File: config.mk
export PLATFORM = sky130hd
export DESIGN_NAME = pio_port24
export DESIGN_NICKNAME = d
export VERILOG_FILES = /design/src/rtl/pio_pkg.sv /design/src/rtl/pio_ctrl.sv /design/src/rtl/pio_out_reg.sv /design/src/rtl/pio_port24.sv
export SDC_FILE = /design/constraint.sdc
export NUM_CORES = 1
export LEC_CHECK = 0
export BUFFER_PORTS_ARGS = -buffer_cell sky130_fd_sc_hd__buf_2
export CAP_MARGIN = 20
export CELL_PAD_IN_SITES_DETAIL_PLACEMENT = 1
export CELL_PAD_IN_SITES_GLOBAL_PLACEMENT = 1
export CORE_MARGIN = 1.5
export CORE_UTILIZATION = 37
export CTS_CLUSTER_SIZE = 8
export DETAILED_ROUTE_END_ITERATION = 12
export HOLD_SLACK_MARGIN = 0.02
export PLACE_DENSITY_LB_ADDON = 0.1
export SYNTH_ARGS = -nofsm -noshare
export SYNTH_HDL_FRONTEND = slang
export SYNTH_HIERARCHICAL = 1
export SYNTH_SLANG_ARGS = --single-unit
export TNS_END_PERCENT = 10
File: constraint.sdc
create_clock -name clk -period 1.7 [get_ports clk]
set_clock_uncertainty 0.15 [all_clocks]
set_input_delay 0.255 -clock clk [delete_from_list [all_inputs] [get_ports clk]]
set_output_delay 0.255 -clock clk [all_outputs]
set_load 0.05 [all_outputs]
File: src/rtl/pio_pkg.sv
package pio_pkg;
  localparam int PORT_W   = 8;
  localparam int HALF_W   = PORT_W / 2;
  localparam int IDX_W    = $clog2(PORT_W);
  localparam logic [PORT_W-1:0] CTL_RESET = 8'h9B;

  typedef enum logic [1:0] {
    SEL_A   = 2'd0,
    SEL_B   = 2'd1,
    SEL_C   = 2'd2,
    SEL_CTL = 2'd3
  } pio_sel_e;

  typedef struct packed {
    logic a_in;
    logic cu_in;
    logic b_in;
    logic cl_in;
  } pio_dir_t;

  function automatic pio_dir_t f_dir(input logic [PORT_W-1:0] w);
    pio_dir_t d;
    d.a_in  = w[4];
    d.cu_in = w[3];
    d.b_in  = w[1];
    d.cl_in = w[0];
    return d;
  endfunction

  function automatic logic f_is_cfg(input logic [PORT_W-1:0] w);
    return w[PORT_W-1];
  endfunction

  function automatic logic [IDX_W-1:0] f_bit_idx(input logic [PORT_W-1:0] w);
    return w[IDX_W:1];
  endfunction

  // per-half choice between pin and register
  function automatic logic [PORT_W-1:0] f_merge(input logic [PORT_W-1:0] q,
                                                 input logic [PORT_W-1:0] pin,
                                                 input logic hi_in,
                                                 input logic lo_in);
    logic [PORT_W-1:0] r;
    r[PORT_W-1:HALF_W] = hi_in ? pin[PORT_W-1:HALF_W] : q[PORT_W-1:HALF_W];
    r[HALF_W-1:0]      = lo_in ? pin[HALF_W-1:0]      : q[HALF_W-1:0];
    return r;
  endfunction
endpackage

File: src/rtl/pio_ctrl.sv
module pio_ctrl
  import pio_pkg::*;
(
  input  logic              clk,
  input  logic              rst_n,
  input  logic              ctl_wr,
  input  logic [PORT_W-1:0] wdata,
  output logic [PORT_W-1:0] ctl_q,
  output pio_dir_t          dir,
  output logic              ev_mode_wr,
  output logic              ev_bsr_wr
);
  assign ev_mode_wr = ctl_wr &  f_is_cfg(wdata);
  assign ev_bsr_wr  = ctl_wr & ~f_is_cfg(wdata);

  always_ff @(posedge clk or negedge rst_n) begin
    if (!rst_n)          ctl_q <= CTL_RESET;
    else if (ev_mode_wr) ctl_q <= wdata;
  end

  assign dir = f_dir(ctl_q);
endmodule

File: src/rtl/pio_out_reg.sv
module pio_out_reg #(
  parameter int W       = 8,
  parameter bit BIT_OPS = 1'b0
) (
  input  logic                 clk,
  input  logic                 rst_n,
  input  logic                 clr,
  input  logic                 ld,
  input  logic [W-1:0]         d,
  input  logic                 bit_we,
  input  logic [$clog2(W)-1:0] bit_idx,
  input  logic                 bit_val,
  output logic [W-1:0]         q
);
  logic bit_we_eff;

  generate
    if (BIT_OPS) begin : g_bits
      assign bit_we_eff = bit_we;
    end else begin : g_nobits
      assign bit_we_eff = 1'b0;
    end
  endgenerate

  always_ff @(posedge clk or negedge rst_n) begin
    if (!rst_n)          q <= '0;
    else if (clr)        q <= '0;
    else if (ld)         q <= d;
    else if (bit_we_eff) q[bit_idx] <= bit_val;
  end
endmodule

File: src/rtl/pio_port24.sv
module pio_port24
  import pio_pkg::*;
(
  input  logic              clk,
  input  logic              rst_n,
  input  logic [1:0]        addr,
  input  logic              wr_en,
  input  logic [PORT_W-1:0] wdata,
  output logic [PORT_W-1:0] rdata,
  input  logic [PORT_W-1:0] pa_in,
  output logic [PORT_W-1:0] pa_out,
  output logic [PORT_W-1:0] pa_oe,
  input  logic [PORT_W-1:0] pb_in,
  output logic [PORT_W-1:0] pb_out,
  output logic [PORT_W-1:0] pb_oe,
  input  logic [PORT_W-1:0] pc_in,
  output logic [PORT_W-1:0] pc_out,
  output logic [PORT_W-1:0] pc_oe
);
  logic [PORT_W-1:0] ctl_q;
  pio_dir_t          dir;
  logic              ev_mode_wr, ev_bsr_wr;
  logic              wr_a, wr_b, wr_c, wr_ctl;
  pio_sel_e          sel;

  assign sel    = pio_sel_e'(addr);
  assign wr_a   = wr_en && (sel == SEL_A);
  assign wr_b   = wr_en && (sel == SEL_B);
  assign wr_c   = wr_en && (sel == SEL_C);
  assign wr_ctl = wr_en && (sel == SEL_CTL);

  pio_ctrl u_ctrl (
    .clk(clk), .rst_n(rst_n), .ctl_wr(wr_ctl), .wdata(wdata),
    .ctl_q(ctl_q), .dir(dir), .ev_mode_wr(ev_mode_wr), .ev_bsr_wr(ev_bsr_wr)
  );

  pio_out_reg #(.W(PORT_W), .BIT_OPS(1'b0)) u_reg_a (
    .clk(clk), .rst_n(rst_n), .clr(ev_mode_wr), .ld(wr_a), .d(wdata),
    .bit_we(1'b0), .bit_idx('0), .bit_val(1'b0), .q(pa_out)
  );

  pio_out_reg #(.W(PORT_W), .BIT_OPS(1'b0)) u_reg_b (
    .clk(clk), .rst_n(rst_n), .clr(ev_mode_wr), .ld(wr_b), .d(wdata),
    .bit_we(1'b0), .bit_idx('0), .bit_val(1'b0), .q(pb_out)
  );

  pio_out_reg #(.W(PORT_W), .BIT_OPS(1'b1)) u_reg_c (
    .clk(clk), .rst_n(rst_n), .clr(ev_mode_wr), .ld(wr_c), .d(wdata),
    .bit_we(ev_bsr_wr), .bit_idx(f_bit_idx(wdata)), .bit_val(wdata[0]),
    .q(pc_out)
  );

  assign pa_oe = {PORT_W{~dir.a_in}};
  assign pb_oe = {PORT_W{~dir.b_in}};
  assign pc_oe = {{HALF_W{~dir.cu_in}}, {HALF_W{~dir.cl_in}}};

  always_comb begin
    unique case (sel)
      SEL_A:   rdata = f_merge(pa_out, pa_in, dir.a_in,  dir.a_in);
      SEL_B:   rdata = f_merge(pb_out, pb_in, dir.b_in,  dir.b_in);
      SEL_C:   rdata = f_merge(pc_out, pc_in, dir.cu_in, dir.cl_in);
      default: rdata = ctl_q;
    endcase
  end
endmodule

==> results.sh, run 1 <==
export IMPL_outcome="complete, but fails checks"
export IMPL_violations="setup timing"
export IMPL_swShare_pct=47.6
export IMPL_grt_ovfl_total=0
export IMPL_portBuffers=92
export IMPL_syn_area_mm2=0.00232
export IMPL_clock_power_share_pct=17.9
export IMPL_cts_tree="yes"
export IMPL_drt_total_wl_mm=6.60
export IMPL_drc_errors=0
export IMPL_fmax_mhz=468
export IMPL_rows=28
export IMPL_hold_viol=0
export IMPL_p_leak_nw=1.56
export IMPL_hp_start="wdata[6]"
export IMPL_fill_cells=676
export IMPL_ir_drop_mv=0.650
export IMPL_grtUsageMet2_pct=37.4
export IMPL_dieArea_mm2=0.00674
export IMPL_combPwrFrac_pct=55.9
export IMPL_yosys_warnings=6
export IMPL_crit_type="register to primary output"
export IMPL_intPower_mw=2.10
export IMPL_syn_to_final_growth_pct=40.1
export IMPL_final_area_mm2=0.00324
export IMPL_drv_slew=0
export IMPL_core_area_mm2=0.00599
export IMPL_start_util_pct=38.7
export IMPL_viasPerCell=4.99
export IMPL_synthCells=213
export IMPL_arrival_ns=1.73
export IMPL_drtIter0Drc=32
export IMPL_cp_required_ns=1.29
export IMPL_crit_path_start_kind="register"
export IMPL_slew_headroom_pct=74.0
export IMPL_num_io_pins=93
export IMPL_maxCapViolCount=0
export IMPL_cp_startpoint="u_ctrl/ctl_q[3]"
export IMPL_num_vias=1923
export IMPL_synth_net_count=250
export IMPL_cts_sinks=32
export IMPL_crit_chain="mux2_4, o211ai_4, o221ai_4, buf_6"
export IMPL_grtUsageTotal_pct=20.6
export IMPL_ant_nets=0
export IMPL_place_hpwl_mm=5.27
export IMPL_period_needed_ns=2.14
export IMPL_numCtsBuffers=5
export IMPL_grt_pass1_vias=1972
export IMPL_hold_path_class="primary input to register"
export IMPL_place_congestion=0.733
export IMPL_tightest_slew_ns=0.390
export IMPL_die_h_um=82.1
export IMPL_rsz0062_at_grt="yes"
export IMPL_use_met3_pct=3.30
export IMPL_use_met1_pct=26.0
export IMPL_clockBufferDepth=2
export IMPL_grt_max_degree=21
export IMPL_r2r_start="u_ctrl/ctl_q[3]"
export IMPL_power_share_sequential_pct=26.2
export IMPL_drt_first_pass_iters=4
export IMPL_fin_crit_sh_pct=126
export IMPL_die_w_um=82.1
export IMPL_critical_path_slowest_cell="dfstp_2"
export IMPL_finalNetCount=346
export IMPL_wire_per_inst_um=17.2
export IMPL_pwr_density_cell_mw_per_mm2=1230
export IMPL_final_layout_size_suffix_gt1_share_pct=57.1
export IMPL_grt_pass1_wl_mm=10.2
export IMPL_diodes=0
export IMPL_utilization_pct=54.2
export IMPL_root_buffer="clkbuf_8"
export IMPL_slowest_delay_ns=0.62
export IMPL_endpoint_kind="primary output"
export IMPL_post_cts_buffers=0
export IMPL_dpl_instance_area_mm2=0.00298
export IMPL_insertion_delay_ns=0.28
export IMPL_p_switching_mw=1.91
export IMPL_seq_area_um2=807
export IMPL_avgSynthCellArea_um2=10.9
export IMPL_finalWorstSetupSlack_ns=-0.437
export IMPL_setup_viol=28
export IMPL_antenna_found_initial=0
export IMPL_path_clk_slew_ns=0.07
export IMPL_multi_input_area_mm2=0.00138
export IMPL_grt_busiest_layer="met2"
export IMPL_cp_max_fo=6
export IMPL_htreeDepth=2
==> layer usage <==
layer / up-vias / share of wire [%]
met5: - / 0
met3: 2 / 4.2
met1: 935 / 45
met2: 61 / 51
met4: 0 / 0.21
li1: 925 / -
==> cell type report <==
| cell class | instances | share of cell area, % |
|---|---|---|
| Clock buffer | 6 | 2.24 |
| Clock inverter | 2 | 1.08 |
| Inverter | 8 | 1.04 |
| Multi-Input combinational cell | 136 | 42.4 |
| Sequential cell | 32 | 24.9 |
| Tap cell | 75 | 2.89 |
| Timing Repair Buffer | 126 | 25.5 |
==> path summary, 6_finish.rpt <==
kind,endpoint,slack [ns],cells after the start
min in group asynchronous,u_ctrl/ctl_q[2],0.28,2
max in group asynchronous,u_ctrl/ctl_q[0],0.62,3
hold / removal,u_ctrl/ctl_q[6],0.14,2
setup / recovery,rdata[4],-0.44,4
setup reg to reg,u_ctrl/ctl_q[3],0.59,2
hold reg to reg,u_ctrl/ctl_q[6],0.35,1
==> worst max-delay path: cells and delay by family, from the launching register on <==
| family | cells | cell delay (ns) |
|---|---|---|
| multiplexers | 1 | 0.34 |
| flip-flops | 1 | 0.62 |
| buffers and inverters | 1 | 0.17 |
| AO/OA/AOI/OAI | 2 | 0.32 |
==> stage by stage <==
| step | power, mW | TNS, ns | hold WS [ns] | instances | setup slack [ns] |
|---|---|---|---|---|---|
| after floorplan | 2.80 | -1.25 | -0.191 | 213 | -0.0817 |
| after global placement | 3.14 | -1.35 | 0.0409 | 376 | -0.194 |
| after detailed placement | 3.18 | -1.55 | 0.0461 | 376 | -0.226 |
| after CTS | 4.03 | -4.09 | 0.135 | 385 | -0.448 |
| after global routing | 4.21 | -5.96 | 0.132 | 385 | -0.497 |
| final | 4.01 | -3.57 | 0.143 | 385 | -0.437 |
==> timing repair <==
action                     CTS  global route
pin swaps                    3             4
hold buffers                 1             0
cloned                       0             0
gates resized for setup     34             2
hold endpoints to repair    12             0
setup endpoints to repair   24            32
==> power groups by stage <==
stage	Sequential (mW)	Clock, mW	Combinational, mW
2_1_floorplan	1.36	0	1.44
3_3_place_gp	1.05	0	2.09
3_5_place_dp	1.06	0	2.12
4_1_cts	1.05	0.728	2.25
5_1_grt	1.07	0.774	2.36
6_report	1.05	0.716	2.24
==> registers in the layout, summed over array words and instances, names as in the netlist <==
register and cells:
u_ctrl/ctl_q 8, u_reg_a/q 8, u_reg_c/q 8, u_reg_b/q 8
==> placed cells by master, fill, tap and decap left out, types with 2 or more instances in the layout <==
cell / instances
buf_2: 76
buf_4: 38
mux2i_1: 32
dfrtp_1: 27
nor2_1: 23
mux2_4: 14
o221ai_4: 8
buf_6: 8
inv_1: 7
nand2b_1: 6
or2b_1: 6
o211ai_4: 6
nand2_1: 6
clkbuf_8: 5
dfstp_2: 5
nor2b_1: 5
buf_12: 3
o311a_1: 3
o211ai_2: 2
a211oi_1: 2
a2111oi_2: 2
nand3_1: 2
a21oi_1: 2
(Power assumes the default switching activity.)
==> run 2, diff against run 1 <==
--- a/config.mk
+++ b/config.mk
@@ -9,12 +9,14 @@
 export CAP_MARGIN = 20
 export CELL_PAD_IN_SITES_DETAIL_PLACEMENT = 1
 export CELL_PAD_IN_SITES_GLOBAL_PLACEMENT = 1
+export CORE_ASPECT_RATIO = 1.75
 export CORE_MARGIN = 1.5
 export CORE_UTILIZATION = 37
 export CTS_CLUSTER_SIZE = 8
 export DETAILED_ROUTE_END_ITERATION = 12
 export HOLD_SLACK_MARGIN = 0.02
 export PLACE_DENSITY_LB_ADDON = 0.1
+export REMOVE_ABC_BUFFERS = 1
 export SYNTH_ARGS = -nofsm -noshare
 export SYNTH_HDL_FRONTEND = slang
 export SYNTH_HIERARCHICAL = 1
==> constraint.sdc (replaced) <==
create_clock -name clk -period 2.2 [get_ports clk]
set_clock_uncertainty 0.15 [all_clocks]
set_input_delay 0.33 -clock clk [delete_from_list [all_inputs] [get_ports clk]]
set_output_delay 0.33 -clock clk [all_outputs]
set_load 0.05 [all_outputs]
==> run 2 against run 1 <==
Net effect:
- via count fell by 2.1%
- critical endpoint is now rdata[0]
- sequential share of layout area rose by 3.2 points
- largest cell class unchanged
- sequential power down 19%
- combinational power down 33%
- first-iteration DRC count grew 22%
- the flow still finishes with violations (setup timing)
- register-to-register slack better by 0.44 ns
- highest routed layer unchanged
- global-route usage decreased by 0.86 points
- utilization down 7.3 points
- die area increased by 0.28%
==> results.sh, run 2 (synthesized netlist as in run 1, its figures left out) <==
export IMPL_outcome="complete, but fails checks"
export IMPL_violations="setup timing"
export IMPL_fin_crit_sh_pct=102
export IMPL_hold_depth=2
export IMPL_r2r_setup_slack_ns=1.03
export IMPL_core_area_mm2=0.00613
export IMPL_htreeDepth=2
export IMPL_cp_required_ns=1.72
export IMPL_place_ws_ns=0.0884
export IMPL_hold_path_class="primary input to register"
export IMPL_setup_viol=8
export IMPL_finalWorstSetupSlack_ns=-0.0540
export IMPL_finalNetCount=327
export IMPL_hold_viol=0
export IMPL_grt_max_degree=33
export IMPL_portBuffers=92
export IMPL_final_area_mm2=0.00287
export IMPL_cp_max_fo=6
export IMPL_p_leak_nw=1.43
export IMPL_cpLargestDelayFamily="flip-flops"
export IMPL_layout_common_cells="buf_2 (84), mux2i_1 (32), dfrtp_1 (27), nor2_1 (23)"
export IMPL_critical_path_buf_inv_count=1
export IMPL_place_hpwl_mm=4.96
export IMPL_path_clk_slew_ns=0.07
export IMPL_dp_cells=360
export IMPL_clockBufferDepth=2
export IMPL_drc_errors=0
export IMPL_slowest_delay_ns=0.66
export IMPL_endpoint_kind="primary output"
export IMPL_syn_to_final_growth_pct=24.0
export IMPL_num_vias=1883
export IMPL_r2r_start="u_ctrl/ctl_q[1]"
export IMPL_drv_slew=0
export IMPL_ir_drop_mv=0.396
export IMPL_critical_path_slowest_cell="dfstp_2"
export IMPL_rsz0062_at_grt="yes"
export IMPL_fill_cells=723
export IMPL_hp_start="wdata[6]"
export IMPL_maxCapViolCount=0
export IMPL_drt_total_wl_mm=6.59
export IMPL_insertion_delay_ns=0.28
export IMPL_num_io_pins=93
export IMPL_reg2reg_to="u_ctrl/ctl_q[1]"
export IMPL_place_congestion=0.761
export IMPL_dieArea_mm2=0.00676
export IMPL_crit_type="register to primary output"
export IMPL_ant_nets=0
export IMPL_die_w_um=62.8
export IMPL_fmax_mhz=444
export IMPL_hold_end="u_ctrl/ctl_q[6]"
export IMPL_grtUsageTotal_pct=19.8
export IMPL_wire_per_inst_um=17.7
export IMPL_cts_sinks=32
export IMPL_viasPerCell=5.08
export IMPL_tightest_slew_ns=0.772
export IMPL_root_buffer="clkbuf_8"
export IMPL_start_util_pct=37.8
export IMPL_slew_headroom_pct=48.5
export IMPL_drt_first_pass_iters=4
export IMPL_grt_pass1_wl_mm=10.2
export IMPL_final_cells=371
export IMPL_grt_ovfl_total=0
export IMPL_crit_path_start_kind="register"
export IMPL_arrival_ns=1.77
export IMPL_cts_tree="yes"
export IMPL_final_common_cell="buf_2"
export IMPL_numCtsBuffers=5
export IMPL_drtIter0Drc=39
export IMPL_r2r_cells=1
export IMPL_diodes=0
export IMPL_grt_pass1_vias=1876
export IMPL_period_needed_ns=2.25
export IMPL_antenna_found_initial=0
export IMPL_pwr_density_cell_mw_per_mm2=985
export IMPL_utilization_pct=46.8
export IMPL_crit_chain="mux2_4, o211ai_2, o221ai_2, buf_6"
export IMPL_dpl_instance_area_mm2=0.00269
export IMPL_die_h_um=108
export IMPL_final_layout_size_suffix_gt1_share_pct=53.3
export IMPL_finalPower_mw=2.83
export IMPL_rows=38
-- run 2: metal layers --
metal	vias to the layer above	part of all wire (%)	wire length, µm	track usage, %
met5	-	0	0	0
met4	0	1.1	74	5.71
met3	6	3.4	227	2.62
met2	60	56	3680	38.1
met1	929	40	2600	22.3
li1	888	-	-	-
-- run 2: how the worst max path moves through the flow --
stage / from / end / slack (ns) / cells after the start
after global routing: u_ctrl/ctl_q[0] / rdata[0] / -0.11 / 4
after CTS: u_ctrl/ctl_q[0] / rdata[0] / -0.06 / 4
after floorplan: u_ctrl/ctl_q[1] / pb_oe[0] / -1.00 / 1
after global placement: addr[1] / rdata[0] / 0.11 / 4
after detailed placement: addr[1] / rdata[3] / 0.09 / 4
final: u_ctrl/ctl_q[0] / rdata[0] / -0.05 / 4
-- run 2: power breakdown --
group,switching (mW),internal [mW],total (mW)
clock,0.221,0.255,0.476
combinational,1.05,0.462,1.51
sequential,0.138,0.710,0.848
total,1.40,1.43,2.83
-- run 2: repair_timing --
action | in CTS | in global routing
pin swaps | 1 | 1
hold buffers | 1 | 0
buffers inserted | 2 | 0
endpoints found under the setup margin | 8 | 8
hold endpoints to repair | 27 | 0
gates resized for setup | 22 | 0
-- run 2: final cells by class --
| type | count | area (µm²) | area share [%] |
|---|---|---|---|
| Sequential cell | 32 | 807 | 28.1 |
| Clock buffer | 8 | 90.1 | 3.14 |
| Multi-Input combinational cell | 136 | 1220 | 42.5 |
| Timing Repair Buffer | 107 | 626 | 21.8 |
| Tap cell | 80 | 100 | 3.48 |
| Inverter | 8 | 30.0 | 1.05 |
-- run 2: metrics by stage --
stage	hold slack, ns	setup TNS, ns
global route	0.203	-0.712
detailed placement	0.298	0
global placement	0.283	0
CTS	0.193	-0.351
finish	0.192	-0.162
floorplan	-0.116	-16.01
